## config.mk

```make
export PLATFORM = sky130hd
export DESIGN_NAME = dipulse_codec
export DESIGN_NICKNAME = d
export VERILOG_FILES = /design/src/rtl/dipulse_pkg.sv /design/src/rtl/dipulse_tx.sv /design/src/rtl/dipulse_rx_sync.sv /design/src/rtl/dipulse_rx_cell.sv /design/src/rtl/dipulse_codec.sv
export SDC_FILE = /design/constraint.sdc
export NUM_CORES = 1
export LEC_CHECK = 0
export BUFFER_PORTS_ARGS = -buffer_cell sky130_fd_sc_hd__clkbuf_2
export CORE_ASPECT_RATIO = 1.2
export CORE_MARGIN = 5
export CORE_UTILIZATION = 45
export CTS_CLUSTER_DIAMETER = 80
export DETAILED_ROUTE_END_ITERATION = 7
export PLACE_DENSITY = 0.68
export SYNTH_ARGS = -nofsm -noshare
export SYNTH_HDL_FRONTEND = slang
export SYNTH_SLANG_ARGS = --single-unit
```

## constraint.sdc

```tcl
create_clock -name clk -period 3.3 [get_ports clk]
set_clock_uncertainty 0.15 [all_clocks]
set_input_delay 0.66 -clock clk [delete_from_list [all_inputs] [get_ports clk]]
set_output_delay 0.66 -clock clk [all_outputs]
set_load 0.005 [all_outputs]
```

## src/rtl/dipulse_pkg.sv

```systemverilog
package dipulse_pkg;

   localparam int DEF_CELL_TICKS   = 8;
   localparam int DEF_PULSE_TICKS  = 2;
   localparam int DEF_JITTER_TICKS = 2;
   localparam int DEF_SYNC_STAGES  = 2;

   typedef enum logic {
      RX_HUNT  = 1'b0,
      RX_TRACK = 1'b1
   } rx_mode_e;

endpackage

```

## src/rtl/dipulse_tx.sv

```systemverilog
module dipulse_tx #(
   parameter int CELL_TICKS  = dipulse_pkg::DEF_CELL_TICKS,
   parameter int PULSE_TICKS = dipulse_pkg::DEF_PULSE_TICKS
) (
   input  logic clk,
   input  logic rst_n,
   input  logic in_valid,
   output logic in_ready,
   input  logic in_bit,
   output logic pulse_a_n,
   output logic pulse_b_n
);
   localparam int CW = $clog2(CELL_TICKS);
   localparam logic [CW-1:0] LAST_TICK = CW'(CELL_TICKS - 1);
   localparam logic [CW-1:0] A_END     = CW'(PULSE_TICKS);
   localparam logic [CW-1:0] B_END     = CW'(2 * PULSE_TICKS);

   logic [CW-1:0] tick_q;
   logic          busy_q;
   logic          bit_q;
   logic          accept;

   assign in_ready = !busy_q || (tick_q == LAST_TICK);
   assign accept   = in_valid && in_ready;

   always_ff @(posedge clk) begin
      if (!rst_n) begin
         busy_q <= 1'b0;
         tick_q <= '0;
         bit_q  <= 1'b0;
      end else if (accept) begin
         busy_q <= 1'b1;
         tick_q <= '0;
         bit_q  <= in_bit;
      end else if (busy_q) begin
         if (tick_q == LAST_TICK) begin
            busy_q <= 1'b0;
            tick_q <= '0;
         end else begin
            tick_q <= tick_q + 1'b1;
         end
      end
   end

   always_comb begin
      pulse_a_n = !(busy_q && bit_q && (tick_q < A_END));
      pulse_b_n = !(busy_q && bit_q && (tick_q >= A_END) && (tick_q < B_END));
   end

   p_no_overlap_r1: assert property (@(posedge clk) disable iff (!rst_n)
      !(!pulse_a_n && !pulse_b_n));

   p_b_after_a_r1: assert property (@(posedge clk) disable iff (!rst_n)
      $fell(pulse_b_n) |-> $past(!pulse_a_n));

   p_zero_silent_r2: assert property (@(posedge clk) disable iff (!rst_n)
      (accept && !in_bit) |=> (pulse_a_n && pulse_b_n));

   p_ready_drops_r3: assert property (@(posedge clk) disable iff (!rst_n)
      accept |=> !in_ready);

endmodule

```

## src/rtl/dipulse_rx_sync.sv

```systemverilog
module dipulse_rx_sync #(
   parameter int STAGES = dipulse_pkg::DEF_SYNC_STAGES
) (
   input  logic clk,
   input  logic rst_n,
   input  logic line_in,
   output logic rise
);
   logic [STAGES:0] chain_q;

   always_ff @(posedge clk) begin
      if (!rst_n) chain_q[0] <= 1'b0;
      else        chain_q[0] <= line_in;
   end

   for (genvar s = 1; s <= STAGES; s++) begin : g_stage
      always_ff @(posedge clk) begin
         if (!rst_n) chain_q[s] <= 1'b0;
         else        chain_q[s] <= chain_q[s-1];
      end
   end

   assign rise = chain_q[STAGES-1] && !chain_q[STAGES];

   p_rise_single_r10: assert property (@(posedge clk) disable iff (!rst_n)
      rise |=> !rise);

endmodule

```

## src/rtl/dipulse_rx_cell.sv

```systemverilog
module dipulse_rx_cell #(
   parameter int CELL_TICKS   = dipulse_pkg::DEF_CELL_TICKS,
   parameter int JITTER_TICKS = dipulse_pkg::DEF_JITTER_TICKS
) (
   input  logic clk,
   input  logic rst_n,
   input  logic rise,
   output logic out_valid,
   output logic out_bit
);
   import dipulse_pkg::*;

   localparam int CW = $clog2(CELL_TICKS);
   localparam int SLOT = CELL_TICKS / 2;
   localparam logic [CW-1:0] LAST_TICK  = CW'(CELL_TICKS - 1);
   localparam logic [CW-1:0] LOCK_NEXT  = CW'(SLOT + 1);
   localparam logic [CW-1:0] LATE_EDGE  = CW'(SLOT + JITTER_TICKS);
   localparam logic [CW-1:0] EARLY_EDGE = CW'(SLOT - JITTER_TICKS);

   rx_mode_e      mode_q;
   logic [CW-1:0] tick_q;
   logic          seen_q;
   logic          fresh;
   logic          late;
   logic          early;

   assign fresh = (mode_q == RX_TRACK) && rise && !seen_q;
   assign late  = fresh && (tick_q >= LATE_EDGE);
   assign early = fresh && (tick_q <= EARLY_EDGE);

   always_ff @(posedge clk) begin
      if (!rst_n) begin
         mode_q    <= RX_HUNT;
         tick_q    <= '0;
         seen_q    <= 1'b0;
         out_valid <= 1'b0;
         out_bit   <= 1'b0;
      end else if (mode_q == RX_HUNT) begin
         out_valid <= 1'b0;
         if (rise) begin
            mode_q <= RX_TRACK;
            seen_q <= 1'b1;
            tick_q <= LOCK_NEXT;
         end
      end else begin
         out_valid <= 1'b0;
         if (late) begin
            seen_q <= 1'b1;
         end else if (tick_q == LAST_TICK) begin
            out_valid <= 1'b1;
            out_bit   <= seen_q;
            seen_q    <= 1'b0;
            tick_q    <= '0;
         end else if (early) begin
            seen_q <= 1'b1;
            tick_q <= tick_q + CW'(2);
         end else begin
            if (fresh) seen_q <= 1'b1;
            tick_q <= tick_q + 1'b1;
         end
      end
   end

   p_hunt_silent_r4: assert property (@(posedge clk) disable iff (!rst_n)
      (mode_q == RX_HUNT) |=> !out_valid);

   p_lock_on_edge_r4: assert property (@(posedge clk) disable iff (!rst_n)
      (mode_q == RX_HUNT && rise) |=> (mode_q == RX_TRACK));

   p_strobe_single_r5: assert property (@(posedge clk) disable iff (!rst_n)
      out_valid |=> !out_valid);

   p_repeat_edge_kept_r8: assert property (@(posedge clk) disable iff (!rst_n)
      (mode_q == RX_TRACK && seen_q && tick_q != LAST_TICK) |=> seen_q);

endmodule

```

## src/rtl/dipulse_codec.sv

```systemverilog
module dipulse_codec #(
   parameter int CELL_TICKS   = dipulse_pkg::DEF_CELL_TICKS,
   parameter int PULSE_TICKS  = dipulse_pkg::DEF_PULSE_TICKS,
   parameter int JITTER_TICKS = dipulse_pkg::DEF_JITTER_TICKS,
   parameter int SYNC_STAGES  = dipulse_pkg::DEF_SYNC_STAGES
) (
   input  logic clk,
   input  logic rst_n,
   input  logic tx_valid,
   output logic tx_ready,
   input  logic tx_bit,
   output logic tx_pulse_a_n,
   output logic tx_pulse_b_n,
   input  logic rx_line,
   output logic rx_valid,
   output logic rx_bit
);
   if (CELL_TICKS < 4) begin : g_bad_cell
      $error("dipulse_codec: CELL_TICKS must be at least 4");
   end
   if (PULSE_TICKS < 1 || 2 * PULSE_TICKS > CELL_TICKS) begin : g_bad_pulse
      $error("dipulse_codec: two pulses must fit inside one cell");
   end
   if (JITTER_TICKS < 1 || 4 * JITTER_TICKS > CELL_TICKS) begin : g_bad_jitter
      $error("dipulse_codec: JITTER_TICKS must lie in 1..CELL_TICKS/4");
   end
   if (SYNC_STAGES < 2) begin : g_bad_sync
      $error("dipulse_codec: at least two synchroniser stages required");
   end

   logic rx_rise;

   dipulse_tx #(
      .CELL_TICKS (CELL_TICKS),
      .PULSE_TICKS(PULSE_TICKS)
   ) tx_i (
      .clk      (clk),
      .rst_n    (rst_n),
      .in_valid (tx_valid),
      .in_ready (tx_ready),
      .in_bit   (tx_bit),
      .pulse_a_n(tx_pulse_a_n),
      .pulse_b_n(tx_pulse_b_n)
   );

   dipulse_rx_sync #(
      .STAGES(SYNC_STAGES)
   ) sync_i (
      .clk    (clk),
      .rst_n  (rst_n),
      .line_in(rx_line),
      .rise   (rx_rise)
   );

   dipulse_rx_cell #(
      .CELL_TICKS  (CELL_TICKS),
      .JITTER_TICKS(JITTER_TICKS)
   ) cell_i (
      .clk      (clk),
      .rst_n    (rst_n),
      .rise     (rx_rise),
      .out_valid(rx_valid),
      .out_bit  (rx_bit)
   );

endmodule

```

==> results.txt <==
- After synthesis, the cell types taking the most area are sky130_fd_sc_hd__dfxtp_1 38%, sky130_fd_sc_hd__ha_1 11%, sky130_fd_sc_hd__nand2_1 4.3%, sky130_fd_sc_hd__nor2b_1 4.0%, sky130_fd_sc_hd__o2111ai_4 3.4%.
- The total area inside the core boundary comes to 0.00164 mm2.
* Hpwl dp: 912 um
* Clock transition at the registers of the reported paths: 90 ps
* Internal portion of total power: 0.000254 W
- For this design, the CTS-stage hold fixing added 0 buffers.
- Resized cells post-CTS: 0
* Mapped Area: 781 um2
- CTS placed an instance of sky130_fd_sc_hd__clkbuf_4 at the clock tree root.
- Floorplan die area: between 0.002 and 0.003 mm2
* Initial Util: 0.476
- Area share of the largest cell type after synthesis: 0.385
- The flow ran to the end, and the final reports show no timing, DRC or antenna violations.
- Critical R2R Launch: cell_i.tick_q[1]
- CP Data Arrival Time: roughly 1400 ps
- The initial antenna violation count was 0.
* Top_reg_cell synth: sky130_fd_sc_hd__dfxtp_1
- The pre-antenna-repair detailed-routing pass consisted of 4 iterations.
* Final core utilization: 0.528
* Combinational share of power: 0.105
* Clock insertion delay at the later pin of the skew report: 280 ps
- Remaining global-route overflow: 0
* Syn avg cell area: 9.76 um2
- Pin placement for this block handled 10 I/O pins.
* Slowest cell delay on critical path: 340 ps
- Crit-path cells: ha_1, ha_1, nor2b_1, inv_1, clkbuf_2
* Period minus WS final: 2250 ps
- Slew Viols, Final: 0
* Total clock buffers created by CTS: 3
- In the routed design, unresolved DRC markers number 0.
* Register bit total from synthesis: 15
- Number of nets in the layout: 104
- At the end of routability-driven placement, the weighted congestion stood at a little over 0.8.
- Summed over all cells, the static leakage comes to between 0.3 and 0.4 nW.
* Post-route setup TNS: 0 ps
- In this run the horizontal extent of the chip is 48.0 um.
- Critical Path RT: around 2500 ps
- Path class of the lowest-slack min-delay path: reg -> reg
- Cell family contributing the most delay on the critical path: adder cells
- Total stage count of the critical path: 5
* Buffers inserted during post-CTS setup optimization: 0
- At the pin with the least slew margin, the transition time is 413 ps.
* Drt via density: 5.12
- Setup Crit Path Kind: reg -> out
* Number of synthesis warnings: 0
- Cell Pwr Density: between 300 and 400 mW/mm2
- Of the total power, the share spent switching nets is 0.256.
* Sequential fraction of the synthesis area: 0.385
- Static timing analysis puts the maximum clock frequency at 444 MHz.
* Proportion of power drawn by flip-flops and latches: 0.579
- Most common cell type on the critical path: sky130_fd_sc_hd__ha_1
* Worst setup path start: tx_i.tick_q[0]
* Critical-path top delay cell: sky130_fd_sc_hd__dfxtp_1
- In this run the core area contains 16 standard-cell rows.
- Startpoint kind of the worst setup timing path: flop
- Maximum root-to-sink buffer count: 2
- CTS H-Tree Depth: 1
- TritonCTS built the clock tree.
- First-pass GRT wire length: approximately 2300 um
- Overall fraction of global-route tracks in use: 0.119
- Pin count of the biggest net entering global routing: 18
- The synthesized design contains 0 enable-type register cells.
* Clock power frac: 0.316
* Worst IR Drop VDD: 207 uV
- Counting cells, the worst reg-to-reg path comes to 5.
- Iter 0 DRT Violations: 5
- Counting instances in the post-synthesis netlist gives the leading cell types as 15 x sky130_fd_sc_hd__dfxtp_1, 9 x sky130_fd_sc_hd__nand2_1, 7 x sky130_fd_sc_hd__ha_1.
* CTS sink cnt: 15
* Worst slew margin relative to its limit: 0.716
* Switching power summed over all nets: approximately 0.00009 W
- Startpoint of the most critical hold path: sync_i.chain_q[0]
- The number of failing hold endpoints at the final stage was 0.
- Top fanout value on the critical path: 4
* Reg2Reg Capture Point: cell_i.tick_q[2]
- Sum of internal, switching and leakage power: 0.000341 W
* Reg-to-reg setup timing slack: 1550 ps
- Count of antenna-violating nets left after detailed routing: 0
- STA classifies the critical path endpoint as a primary output.
* Number of inserted diodes: 0
- Summed over all layers, the routed wires come to 1290 um.
* Library cells used by synthesis: 29
- Fraction of registers with async set or reset after synthesis: 0
- Yosys instantiated no cell more often than sky130_fd_sc_hd__dfxtp_1.
* Syn_nets: 92
* Gate Count Post-Synth: 80
- Routed wirelength normalized by instance count: 11.8 um
* Hold Slack: 300 ps
- Number of failing setup endpoints in the final timing report: 0
- Following the worst setup path forward leads to its endpoint at tx_ready.
* Area growth from synthesis to final layout: 11.1%
- Share of cells above drive strength 1: 0.198
- The tool flagged a number of max-cap violations equal to 0.
- The count of buffers added on input and output ports is 9.
- Buffer and inverter count on the worst path: 2
- Unrepaired setup endpoints after global routing: false
* Via count of the first global-routing pass: 524
- In this run the vertical extent of the chip is around 56 um.
* Final critical-path share of the clock period: 0.682
- The largest total area in the synthesized netlist belongs to sky130_fd_sc_hd__dfxtp_1.
* DR vias: around 560
## sequential cells by signal, summed over array words and instances, names as in the netlist
register and flops:
cell_i.tick_q 3, sync_i.chain_q 3, tx_i.tick_q 3, cell_i.mode_q 1
cell_i.out_bit 1, cell_i.out_valid 1, cell_i.seen_q 1, tx_i.bit_q 1
tx_i.busy_q 1
## cell usage in the layout, fill, tap and decap left out, types with 2 or more instances in the layout
cell / n
sky130_fd_sc_hd__dfxtp_1: 15
sky130_fd_sc_hd__nand2_1: 9
sky130_fd_sc_hd__clkbuf_2: 9
sky130_fd_sc_hd__ha_1: 7
sky130_fd_sc_hd__inv_1: 5
sky130_fd_sc_hd__nor2b_1: 5
sky130_fd_sc_hd__and2_1: 4
sky130_fd_sc_hd__a21boi_0: 3
sky130_fd_sc_hd__o21a_1: 3
sky130_fd_sc_hd__a31oi_1: 3
sky130_fd_sc_hd__o21ai_0: 3
sky130_fd_sc_hd__clkbuf_4: 3
sky130_fd_sc_hd__nand3_1: 2
sky130_fd_sc_hd__nor3b_1: 2
sky130_fd_sc_hd__nor2_1: 2
## worst register-to-register path: stages (launching register included)
cell	delay, ps
sky130_fd_sc_hd__dfxtp_1	440
sky130_fd_sc_hd__ha_1	180
sky130_fd_sc_hd__nor2b_1	220
sky130_fd_sc_hd__o2111ai_4	160
sky130_fd_sc_hd__or3b_1	380
sky130_fd_sc_hd__a31oi_1	160
## logic make-up after synthesis
| group | count (synthesis) | synth area share |
|---|---|---|
| compound gates | 17 | 0.183 |
| simple gates | 32 | 0.255 |
| fa+ha+maj | 7 | 0.112 |
| buf+inv | 7 | 0.0337 |
| flops | 15 | 0.385 |
| mux | 2 | 0.0320 |
## through the flow
step,cell area [um2],setup WS [ps],instances
floorplan,781,1560,80
global placement,841,1410,105
detailed placement,841,1370,105
CTS,867,1040,109
global route,867,940,109
finish,867,1050,109
## layer usage
layer  vias to the layer above  part of all wire  track usage
met1                       240              0.54        0.174
met3                         2             0.051       0.0388
met2                        10              0.39        0.140
li1                        306                 -            -
met5                         -                 0            0
met4                         0             0.014       0.0808
## power by group through the flow
stage / Combinational (W) / Sequential, W / Clock, W
floorplan: 0.0000266 / 0.000200 / 0
CTS: 0.0000362 / 0.000198 / 0.000110
detailed placement: 0.0000359 / 0.000202 / 0
global route: 0.0000414 / 0.000199 / 0.000123
finish: 0.0000359 / 0.000198 / 0.000108
global placement: 0.0000348 / 0.000202 / 0
## layout make-up
cell class                      count  area [um2]
Clock buffer                        4        26.3
Fill cell                         154         774
Multi-Input combinational cell     58         454
Sequential cell                    15         300
Inverter                            5        18.8
Timing Repair Buffer                9        45.0
Tap cell                           18        22.5
## how the worst min path moves through the flow
stage,endpoint,slack [ps],cells past startpoint
after floorplan,sync_i.chain_q[1],260,1
after global placement,sync_i.chain_q[1],270,1
after detailed placement,sync_i.chain_q[1],270,1
after CTS,sync_i.chain_q[1],300,1
after global routing,sync_i.chain_q[1],340,1
final,sync_i.chain_q[1],300,1
Power figures use the tool's default switching activity.
